File: src/rtl/pmu_gate_pkg.sv
package pmu_gate_pkg;
  localparam int EL_W  = 2;
  localparam int CLS_W = 3;
  localparam int EN_W  = 4;

  // register class codes
  localparam logic [CLS_W-1:0] CLS_GENERAL = 3'd0;
  localparam logic [CLS_W-1:0] CLS_SWINC   = 3'd1;
  localparam logic [CLS_W-1:0] CLS_SELECT  = 3'd2;
  localparam logic [CLS_W-1:0] CLS_CYCLE   = 3'd3;
  localparam logic [CLS_W-1:0] CLS_EVENT   = 3'd4;
  localparam logic [CLS_W-1:0] CLS_UEN     = 3'd5;

  // user-enable bit positions
  localparam int UEN_ALL   = 0;
  localparam int UEN_SWINC = 1;
  localparam int UEN_CYC   = 2;
  localparam int UEN_EVT   = 3;

  localparam logic [EL_W-1:0] EL_USER = 2'd0;
  localparam logic [EL_W-1:0] EL_KERN = 2'd1;
  localparam logic [EL_W-1:0] EL_HYP  = 2'd2;
endpackage

File: src/rtl/pmu_gate_uen_reg.sv
module pmu_gate_uen_reg
  import pmu_gate_pkg::*;
#(
  parameter int W = EN_W
) (
  input  logic         clk,
  input  logic         rst,
  input  logic         wr_en,
  input  logic         arch_ext,
  input  logic [W-1:0] wdata,
  output logic [W-1:0] en_q
);
  logic [W-1:0] masked;

  // bit 0 always writable, upper bits only with the extension
  generate
    for (genvar i = 0; i < W; i++) begin : g_mask
      if (i == 0) begin : g_base
        assign masked[i] = wdata[i];
      end else begin : g_ext
        assign masked[i] = wdata[i] & arch_ext;
      end
    end
  endgenerate

  always_ff @(posedge clk) begin
    if (rst)        en_q <= '0;
    else if (wr_en) en_q <= masked;
  end

  p_base_mask_r2: assert property (@(posedge clk) disable iff (rst)
    (wr_en && !arch_ext) |=> (en_q[W-1:1] == '0));
  p_hold_no_write_r8: assert property (@(posedge clk) disable iff (rst)
    !wr_en |=> $stable(en_q));
endmodule

File: src/rtl/pmu_gate_decide.sv
module pmu_gate_decide
  import pmu_gate_pkg::*;
(
  input  logic [EL_W-1:0]  el,
  input  logic             wr,
  input  logic [CLS_W-1:0] cls,
  input  logic [EN_W-1:0]  en,
  input  logic             arch_ext,
  input  logic             hyp_trap,
  output logic             permit,
  output logic [EL_W-1:0]  trap_el,
  output logic             uen_store
);
  logic at_user;
  logic below_hyp;
  logic ovr;

  assign at_user   = (el == EL_USER);
  assign below_hyp = (el < EL_HYP);

  // per-class user overrides, extension only
  always_comb begin
    ovr = 1'b0;
    if (arch_ext && at_user) begin
      case (cls)
        CLS_SWINC:  ovr = en[UEN_SWINC] & wr;
        CLS_SELECT: ovr = en[UEN_EVT];
        CLS_CYCLE:  ovr = en[UEN_CYC] & ~wr;
        CLS_EVENT:  ovr = en[UEN_EVT] & ~wr;
        default:    ovr = 1'b0;
      endcase
    end
  end

  always_comb begin
    permit  = 1'b1;
    trap_el = '0;
    if (cls == CLS_UEN) begin
      if (at_user && wr) begin
        permit  = 1'b0;
        trap_el = EL_KERN;
      end else if (below_hyp && hyp_trap) begin
        permit  = 1'b0;
        trap_el = EL_HYP;
      end
    end else if (!ovr) begin
      if (at_user && !en[UEN_ALL]) begin
        permit  = 1'b0;
        trap_el = EL_KERN;
      end else if (below_hyp && hyp_trap) begin
        permit  = 1'b0;
        trap_el = EL_HYP;
      end
    end
  end

  assign uen_store = (cls == CLS_UEN) && wr && permit;
endmodule

File: src/rtl/pmu_gate_rsp.sv
module pmu_gate_rsp
  import pmu_gate_pkg::*;
(
  input  logic            clk,
  input  logic            rst,
  input  logic            req_valid,
  input  logic            permit,
  input  logic [EL_W-1:0] trap_el,
  input  logic [EN_W-1:0] rdata,
  output logic            rsp_valid,
  output logic            rsp_permit,
  output logic [EL_W-1:0] rsp_trap_el,
  output logic [EN_W-1:0] rsp_rdata
);
  always_ff @(posedge clk) begin
    if (rst) begin
      rsp_valid   <= 1'b0;
      rsp_permit  <= 1'b0;
      rsp_trap_el <= '0;
      rsp_rdata   <= '0;
    end else begin
      rsp_valid <= req_valid;
      if (req_valid) begin
        rsp_permit  <= permit;
        rsp_trap_el <= trap_el;
        rsp_rdata   <= rdata;
      end
    end
  end
endmodule

File: src/rtl/pmu_access_gate.sv
module pmu_access_gate
  import pmu_gate_pkg::*;
(
  input  logic             clk,
  input  logic             rst,
  input  logic             req_valid,
  input  logic [EL_W-1:0]  req_el,
  input  logic             req_write,
  input  logic [CLS_W-1:0] req_class,
  input  logic [EN_W-1:0]  req_wdata,
  input  logic             arch_ext,
  input  logic             hyp_trap_pmu,
  output logic             rsp_valid,
  output logic             rsp_permit,
  output logic [EL_W-1:0]  rsp_trap_el,
  output logic [EN_W-1:0]  rsp_rdata
);
  logic [EN_W-1:0] en_q;
  logic            permit;
  logic [EL_W-1:0] trap_el;
  logic            uen_store;

  pmu_gate_decide u_decide (
    .el(req_el), .wr(req_write), .cls(req_class), .en(en_q),
    .arch_ext(arch_ext), .hyp_trap(hyp_trap_pmu),
    .permit(permit), .trap_el(trap_el), .uen_store(uen_store)
  );

  pmu_gate_uen_reg #(.W(EN_W)) u_uen (
    .clk(clk), .rst(rst), .wr_en(req_valid && uen_store),
    .arch_ext(arch_ext), .wdata(req_wdata), .en_q(en_q)
  );

  pmu_gate_rsp u_rsp (
    .clk(clk), .rst(rst), .req_valid(req_valid), .permit(permit),
    .trap_el(trap_el), .rdata(en_q),
    .rsp_valid(rsp_valid), .rsp_permit(rsp_permit),
    .rsp_trap_el(rsp_trap_el), .rsp_rdata(rsp_rdata)
  );

  p_rsp_follows_req_r9: assert property (@(posedge clk) disable iff (rst)
    req_valid |=> rsp_valid);
  p_rsp_idle_r9: assert property (@(posedge clk) disable iff (rst)
    !req_valid |=> !rsp_valid);
  p_high_el_permit_r10: assert property (@(posedge clk) disable iff (rst)
    (req_valid && req_el >= EL_HYP) |=> (rsp_permit && rsp_trap_el == '0));
  p_user_uen_write_trap_r8: assert property (@(posedge clk) disable iff (rst)
    (req_valid && req_el == EL_USER && req_class == CLS_UEN && req_write)
      |=> (!rsp_permit && rsp_trap_el == EL_KERN));
  p_trap_has_target_r7: assert property (@(posedge clk) disable iff (rst)
    (rsp_valid && !rsp_permit) |-> (rsp_trap_el == EL_KERN || rsp_trap_el == EL_HYP));
endmodule

File: config.mk
export PLATFORM = sky130hd
export DESIGN_NAME = pmu_access_gate
export DESIGN_NICKNAME = d
export VERILOG_FILES = /design/src/rtl/pmu_gate_pkg.sv /design/src/rtl/pmu_gate_uen_reg.sv /design/src/rtl/pmu_gate_decide.sv /design/src/rtl/pmu_gate_rsp.sv /design/src/rtl/pmu_access_gate.sv
export SDC_FILE = /design/constraint.sdc
export NUM_CORES = 1
export LEC_CHECK = 0
export ABC_AREA = 1
export BUFFER_PORTS_ARGS = -buffer_cell sky130_fd_sc_hd__buf_2
export CAP_MARGIN = 20
export CORE_AREA = 2 2 39 41
export DETAILED_ROUTE_END_ITERATION = 6
export DIE_AREA = 0 0 41 43
export PLACE_DENSITY = 0.73
export SETUP_SLACK_MARGIN = 0.02
export SYNTH_ARGS = -nofsm -noshare
export SYNTH_HDL_FRONTEND = slang
export SYNTH_SLANG_ARGS = --single-unit
export TNS_END_PERCENT = 5
File: constraint.sdc
create_clock -name clk -period 2.7 [get_ports clk]
set_clock_uncertainty 0.2 [all_clocks]
set_input_delay 0.135 -clock clk [delete_from_list [all_inputs] [get_ports clk]]
set_output_delay 0.135 -clock clk [all_outputs]
set_load 0.005 [all_outputs]
Word-level counts from Yosys, hierarchy flattened
Index checks and enable logic that the tools add are counted.
{ "word_totals": {"romBits": 0, "elab_cells": 39, "out_inout_bits": 8, "reg_bits": 12, "latchBits": 0, "mem_bits_rw": 0, "mem_count": 0, "input_bits": 15} }
{ "classes": {"n_eq_ne": 5, "shifts": 0, "reduce_logical": 9, "bitwise": 7, "n_lt_le_gt_ge": 1, "mux": 12, "mul": 0, "div_mod_pow": 0, "add_sub_neg": 0} }
{ "op_table": {"columns": ["cell", "n"], "rows": [
  ["2-to-1 mux 2 bit", 5],
  ["logical AND 1 bit", 7],
  ["AND 1 bit", 6],
  ["equality test 3 x 2 -> 1 bit (second input constant)", 2],
  ["equality test 3 bit (second input constant)", 2],
  ["2-to-1 mux 1 bit", 6],
  ["case mux 1 bit (4 select lines)", 1],
  ["equality test 3 x 1 -> 1 bit (second input constant)", 1],
  ["logical NOT 2 bit", 1],
  ["< comparator 2 bit (second input constant)", 1],
  ["logical NOT 1 bit", 1],
  ["NOT 1 bit", 1]
]} }

Depth between registers and ports, before layout
Gate-level depths: netlist (run 1).
{ "depth": {"ltp_word": 8, "depth_mapped": 9, "depth_no_buf": 9} }

By module
A second synthesis (run 1) with hierarchy kept.
{ "hier_totals": {"hier_cells": 96, "hier_area_um2": 594.3} }
{ "modules_own_cells": {"columns": ["mod", "seq_area_each_um2", "cells_each", "area_each_um2", "instances"], "rows": [
  ["pmu_gate_rsp", 160.2, 47, 314.1, 1],
  ["pmu_gate_uen_reg", 80.1, 17, 137.6, 1],
  ["pmu_gate_decide", 0.0, 30, 135.1, 1],
  ["pmu_access_gate", 0.0, 2, 7.5, 1]
]} }

Least setup slack after synthesis (run 1)
No wires, ideal clock.
{ "synth_timing": {"kind": "flip-flop to flip-flop", "start": "register u_uen.en_q[0]", "end": "register u_rsp.rsp_permit", "stages_incl_launch_ff": 7, "required_ps": 2383, "arrival_time_ps": 707, "slack_ps": 1676, "setup_ps": 117, "cell_sequence": "dfxtp_1 -> inv_1 -> nand3_1 -> nand3b_1 -> nand2_1 -> nor2_1 -> nor2_1"} }
{ "synth_between": {"elab_chain_len": 5} }
{ "synth_rtl": {"columns": ["item", "line_no", "source"], "rows": [
  ["start: declaration", "pmu_gate_uen_reg.sv:11", "output logic [W-1:0] en_q"],
  ["start signal: assignment", "pmu_gate_uen_reg.sv:28", "else if (wr_en) en_q <= masked;"],
  ["logical NOT 1 bit", "pmu_gate_decide.sv:47", "if (at_user && !en[UEN_ALL]) begin"],
  ["logical AND 1 bit", "pmu_gate_decide.sv:47", null],
  ["2-to-1 mux 1 bit", "pmu_gate_decide.sv:47", null],
  ["2-to-1 mux 1 bit", "pmu_gate_decide.sv:46", "end else if (!ovr) begin"],
  ["2-to-1 mux 1 bit", "pmu_gate_decide.sv:38", "if (cls == CLS_UEN) begin"],
  ["end signal: assignment", "pmu_gate_rsp.sv:24", "rsp_permit <= permit;"],
  ["end: declaration", "pmu_gate_rsp.sv:11", "output logic rsp_permit,"]
]} }
Every way passes these cells.
A chain may end at the register's enable or synchronous reset.

Worst setup path after layout (run 1)
{ "layout_timing": {"start": "input port req_valid", "end": "register u_rsp.rsp_valid"} }
{ "layout_lines": {"columns": ["item", "line_no", "source"], "rows": [
  ["start: declaration", "pmu_access_gate.sv:6", "input logic req_valid,"],
  ["end signal: assignment", "pmu_gate_rsp.sv:22", "rsp_valid <= req_valid;"],
  ["end: declaration", "pmu_gate_rsp.sv:10", "output logic rsp_valid,"]
]} }
No word-level cell between the ends.

==> results of run 1 <==
registers in the layout (all words and copies together) (netlist names):
name and cells:
u_rsp.rsp_permit 1, u_rsp.rsp_rdata 4, u_rsp.rsp_trap_el 2, u_rsp.rsp_valid 1, u_uen.en_q 4
repair_timing:
action,in CTS,in global routing
gates resized for setup,0,0
endpoints found under the hold margin,7,0
hold buffers,7,0
worst paths after layout:
path	from	end	slack, ns	depth (start not counted)
worst max register to register	u_uen.en_q[2]	u_rsp.rsp_permit	1.53	8
worst max-delay path	req_valid	u_rsp.rsp_valid	1.13	5
worst min-delay path	arch_ext	u_uen.en_q[1]	0.04	5
worst min register to register	u_rsp.rsp_trap_el[1]	u_rsp.rsp_trap_el[1]	0.30	2
worst reg2reg max path, cell delays in order (launching register included):
cell and delay, ns:
dfxtp_1 0.32, nand2_1 0.07, nand2_1 0.05, nand3_1 0.07, nand2_1 0.07, nand2_1 0.10, inv_1 0.05, nor2_1 0.09
nor2_1 0.04
metrics by stage:
stage,setup slack (ns),area (µm²),utilization,instances
after CTS,1.15,832,0.601,145
after global placement,1.44,726,0.524,134
after floorplan,1.68,601,-,97
after global routing,1.01,832,0.601,145
after detailed placement,1.41,726,0.524,134
final,1.13,832,0.601,145
power breakdown:
| part | switching, mW | internal [mW] | total, mW |
|---|---|---|---|
| Clock | 0.0610 | 0.0819 | 0.143 |
| Sequential | 0.00333 | 0.185 | 0.188 |
| Combinational | 0.0314 | 0.0293 | 0.0607 |
cells by family after synthesis:
group,count (synthesis),share of synthesized area
simple gates,47,0.329
compound gates,15,0.125
buf+inv,23,0.146
flops,12,0.400
layout make-up:
cell class,instances,area share
flip-flops and latches,12,0.289
repair buffers,29,0.217
inverters,22,0.0992
well taps,16,0.0241
clock buffers,4,0.0436
multi-input cells,62,0.328
per-layer routing:
metal	vias up	share of wire	track usage
li1	356	-	-
met1	290	0.43	0.208
met2	17	0.52	0.309
met3	2	0.039	0.0419
met4	0	0.0063	0.107
met5	-	0	0
layout by cell type (no fill, tap or decap), drive strengths merged:
master,synthesis,layout
buf,1,22
nor2,14,14
dlygate4sd3,0,7
nand3b,1,1
clkbuf,0,4
dfxtp,12,12
a21oi,6,6
nor3,1,1
inv,22,22
o21ai,9,9
nand3,5,5
nand2,26,26
==> impl_metrics.ini, run 1 <==
[routing]
wl_mm = 1.42
first_pass_iters = 4
remaining_drc_errors = 0
drt-vias-per-instance = 4.59
num_vias = 665
dr.first_iter.drc_count = 10
antenna_left = 0
routedWlPerCell_um = 9.82

[setup_path]
crit_path_end_kind = register
start_kind = input pin
worst-endpoint-arrival_ns = 1.53
cp_top_family = buffers and inverters
worstPathMaxFanout = 13
cp_cell_sequence = dlygate4sd3_1, buf_2, inv_2, nor2_1, dlygate4sd3_1
worstSetupPathType = input pin to register
cp_slowest_cell = dlygate4sd3_1
path_buf_inv = 4
critPathRequiredTime_ns = 2.67
cp_common_cell = dlygate4sd3_1
slowest_delay_ns = 0.54

[sta]
rsz0062_at_grt = no
finalHoldViolCount = 0
max_freq_mhz = 639
tns_ns = 0
worst_hold_slack_ns = 0.0385
maxSlewViolCount = 0
setup_violations = 0
worst_pin_slew_ns = 0.221
slew_headroom = 0.852
fin_crit_ns = 1.57
fin_crit_sh = 0.580

[yosys]
yosysMostFrequentCell = nand2_1
ys_ff_latch = 12
synthFlopType = dfxtp_1
synth_top_area_frac = 0.400
netlist_area_um2 = 601
synth_largest_area_cell = dfxtp_1
ys_types = 13
synth-edff-count = 0
yosysSeqAreaShare = 0.400
synthCells = 97
ys_warn_count = 0
synthTopCellsByArea = dfxtp_1 40%, nand2_1 16%, inv_1 13%
ys_top_cells_by_count = 26 x nand2_1, 21 x inv_1, 14 x nor2_1, 12 x dfxtp_1
syn-num-nets = 112
avgSynthCellArea_um2 = 6.19
async_flop_share = 0

[floorplan]
initial_core_util = 0.434
io_pins = 23
floorplan.rows = 14
dieArea_um2 = 1760
core_area_um2 = 1380
fp.dieW_um = 41
chipHeight_um = 43

[flow_run]
drv_cap = 0

[placed_design]
gp_congestion = 0.833
place_hpwl_mm = 1.07
port_buffers = 22

[clocking]
cts-root-buf = clkbuf_4
cts.htree.levels = 1
cts_buffers = 3
cts_setup_buffers = 0
cts_tree = built
clock-sinks = 12
clk_pin_slew_ns = 0.08
cts_max_path_buffers = 2
clock_latency_ns = 0.27

[final_layout]
final_layout_size_suffix_gt1_frac = 0.225
multi_input_area_um2 = 273
nFillCells = 133
nets = 145
antenna_cells = 0
seq_area_um2 = 240
area_growth_pct = 38.5

[global_route]
grt_use_total = 0.189
antenna_found_initial = 0
grt_pass1_wl_mm = 2.32
grt_pass1_vias = 631
grt_max_degree = 14
overflow = 0

[power]
power.total_mw = 0.392
power_density_nw_per_um2 = 471
p_leak_nw = 0.495
ir_worst_vdd_v = 0.000289

[run_status]
outcome = complete, no violations

[hold_path]
hold_path_class = input pin to register
Note: power is estimated with default switching activity, not from simulation.
==> run 2, diff against run 1 <==
--- a/config.mk
+++ b/config.mk
@@ -8,10 +8,9 @@
 export ABC_AREA = 1
 export BUFFER_PORTS_ARGS = -buffer_cell sky130_fd_sc_hd__buf_2
 export CAP_MARGIN = 20
-export CORE_AREA = 2 2 39 41
+export CORE_UTILIZATION = 41
 export DETAILED_ROUTE_END_ITERATION = 6
-export DIE_AREA = 0 0 41 43
-export PLACE_DENSITY = 0.73
+export PLACE_DENSITY = 0.69
 export SETUP_SLACK_MARGIN = 0.02
 export SYNTH_ARGS = -nofsm -noshare
 export SYNTH_HDL_FRONTEND = slang
==> constraint.sdc (replaced) <==
create_clock -name clk -period 1.4 [get_ports clk]
set_clock_uncertainty 0.2 [all_clocks]
set_input_delay 0.07 -clock clk [delete_from_list [all_inputs] [get_ports clk]]
set_output_delay 0.07 -clock clk [all_outputs]
set_load 0.005 [all_outputs]
==> impl_metrics.ini, run 2 (synthesized netlist as in run 1, its figures left out) <==
[run_status]
outcome = complete, no violations

[routing]
num_vias = 674
routedWlPerCell_um = 9.98
drt-vias-per-instance = 4.55
wl_mm = 1.48
antenna_left = 0
remaining_drc_errors = 0
dr.first_iter.drc_count = 5
first_pass_iters = 3

[power]
p_leak_nw = 0.507
comb_power_share = 0.184
p_sw_frac = 0.255
power_density_nw_per_um2 = 808
switchingPower_mw = 0.179
p_seq_frac = 0.516
internal-power_mw = 0.521
ir_worst_vdd_v = 0.000713
pwr-share-clk = 0.299

[final_layout]
top_regs = u_rsp.rsp_rdata: 4 flops, u_uen.en_q: 4 flops, u_rsp.rsp_trap_el: 2 flops
layoutNonFillerInstCount = 148
final_common_cell = nand2_1
area_growth_pct = 44.4
final_cell_mix = 26 x nand2_1, 22 x buf_2, 21 x inv_1, 14 x nor2_1
nFillCells = 130
antenna_cells = 0
seq_area_um2 = 240
final_layout_size_suffix_gt1_frac = 0.211
multi_input_area_um2 = 273
nets = 150
final_util = 0.650

[floorplan]
chipHeight_um = 40.3
floorplan.rows = 13
io_pins = 23
core_area_um2 = 1330
dieArea_um2 = 1620
initial_core_util = 0.450
fp.dieW_um = 40.3

[setup_path]
crit_path_end_kind = register
worstSetupPathType = input pin to register
critPathRequiredTime_ns = 1.37
reg2reg_from = u_uen.en_q[0]
cp-startpoint = arch_ext
worstPathMaxFanout = 4
start_kind = input pin
worst-endpoint-arrival_ns = 1.15

[clocking]
clk_pin_slew_ns = 0.07
cts-root-buf = clkbuf_4
clock_latency_ns = 0.27
cts_buffers = 3
cts_tree = built
cts_setup_buffers = 0
clock-sinks = 12
cts.htree.levels = 1
cts_max_path_buffers = 2

[global_route]
grt_max_degree = 9
grt_use_total = 0.223
grt_pass1_wl_mm = 2.28
antenna_found_initial = 0
grt_pass1_vias = 575
overflow = 0

[sta]
maxSlewViolCount = 0
finalHoldViolCount = 0
fin_crit_sh = 0.843
worst_pin_slew_ns = 0.245
slew_headroom = 0.836
tns_ns = 0
max_freq_mhz = 847
worst_slack_ns = 0.220
rsz0062_at_grt = no
setup_violations = 0
fin_crit_ns = 1.18

[hold_path]
min_from = req_el[1]
hold_path_class = input pin to register

[placed_design]
placed_cells = 133
place_ws_ns = 0.160
place_hpwl_um = 968
port_buffers = 22
gp_congestion = 0.834

[flow_run]
drv_cap = 0
run 2: area by class of cell:
cell class | instances | area share
Clock buffer | 3 | 0.0260
Sequential cell | 12 | 0.277
Tap cell | 15 | 0.0216
Inverter | 22 | 0.0952
Multi-Input combinational cell | 62 | 0.315
Timing Repair Buffer | 34 | 0.266
run 2: power groups by stage:
stage | combinational [mW] | sequential, mW | clock [mW]
2_1_floorplan | 0.0527 | 0.371 | 0
3_3_place_gp | 0.0994 | 0.369 | 0
3_5_place_dp | 0.101 | 0.369 | 0
4_1_cts | 0.128 | 0.361 | 0.217
5_1_grt | 0.147 | 0.364 | 0.230
6_report | 0.129 | 0.362 | 0.210
run 2: stage by stage:
step / cell area, µm² / total power [mW] / hold WS, ns
global placement: 724 / 0.469 / 0.109
finish: 867 / 0.700 / 0.0345
floorplan: 601 / 0.424 / -0.0609
global route: 867 / 0.741 / 0.0822
CTS: 867 / 0.707 / 0.0142
detailed placement: 724 / 0.470 / 0.101
run 2: worst max-delay path, cell delays in order:
cell,delay [ns]
dlygate4sd3_1,0.53
buf_2,0.15
nand2_1,0.06
inv_1,0.03
nand2_1,0.09
inv_1,0.05
nor2_1,0.11
nor2_1,0.06
run 2: path summary, 6_finish.rpt:
check / end / slack (ns) / cells after the start
setup / recovery: u_rsp.rsp_permit / 0.22 / 8
hold / removal: u_rsp.rsp_trap_el[1] / 0.03 / 6
setup reg to reg: u_rsp.rsp_permit / 0.22 / 6
hold reg to reg: u_rsp.rsp_rdata[2] / 0.29 / 2
run 2: per-layer routing:
layer  vias to the layer above  routed length, µm  track usage
li1                        366                  -            -
met1                       291                622        0.227
met2                        15                791        0.423
met3                         2                 57       0.0833
met4                         0                  6       0.0500
met5                         -                  0            0
run 2: timing repair:
action,CTS,global route
hold buffers,12,0
setup endpoints to repair,0,0
resized for setup,0,0
hold endpoints to repair,11,0
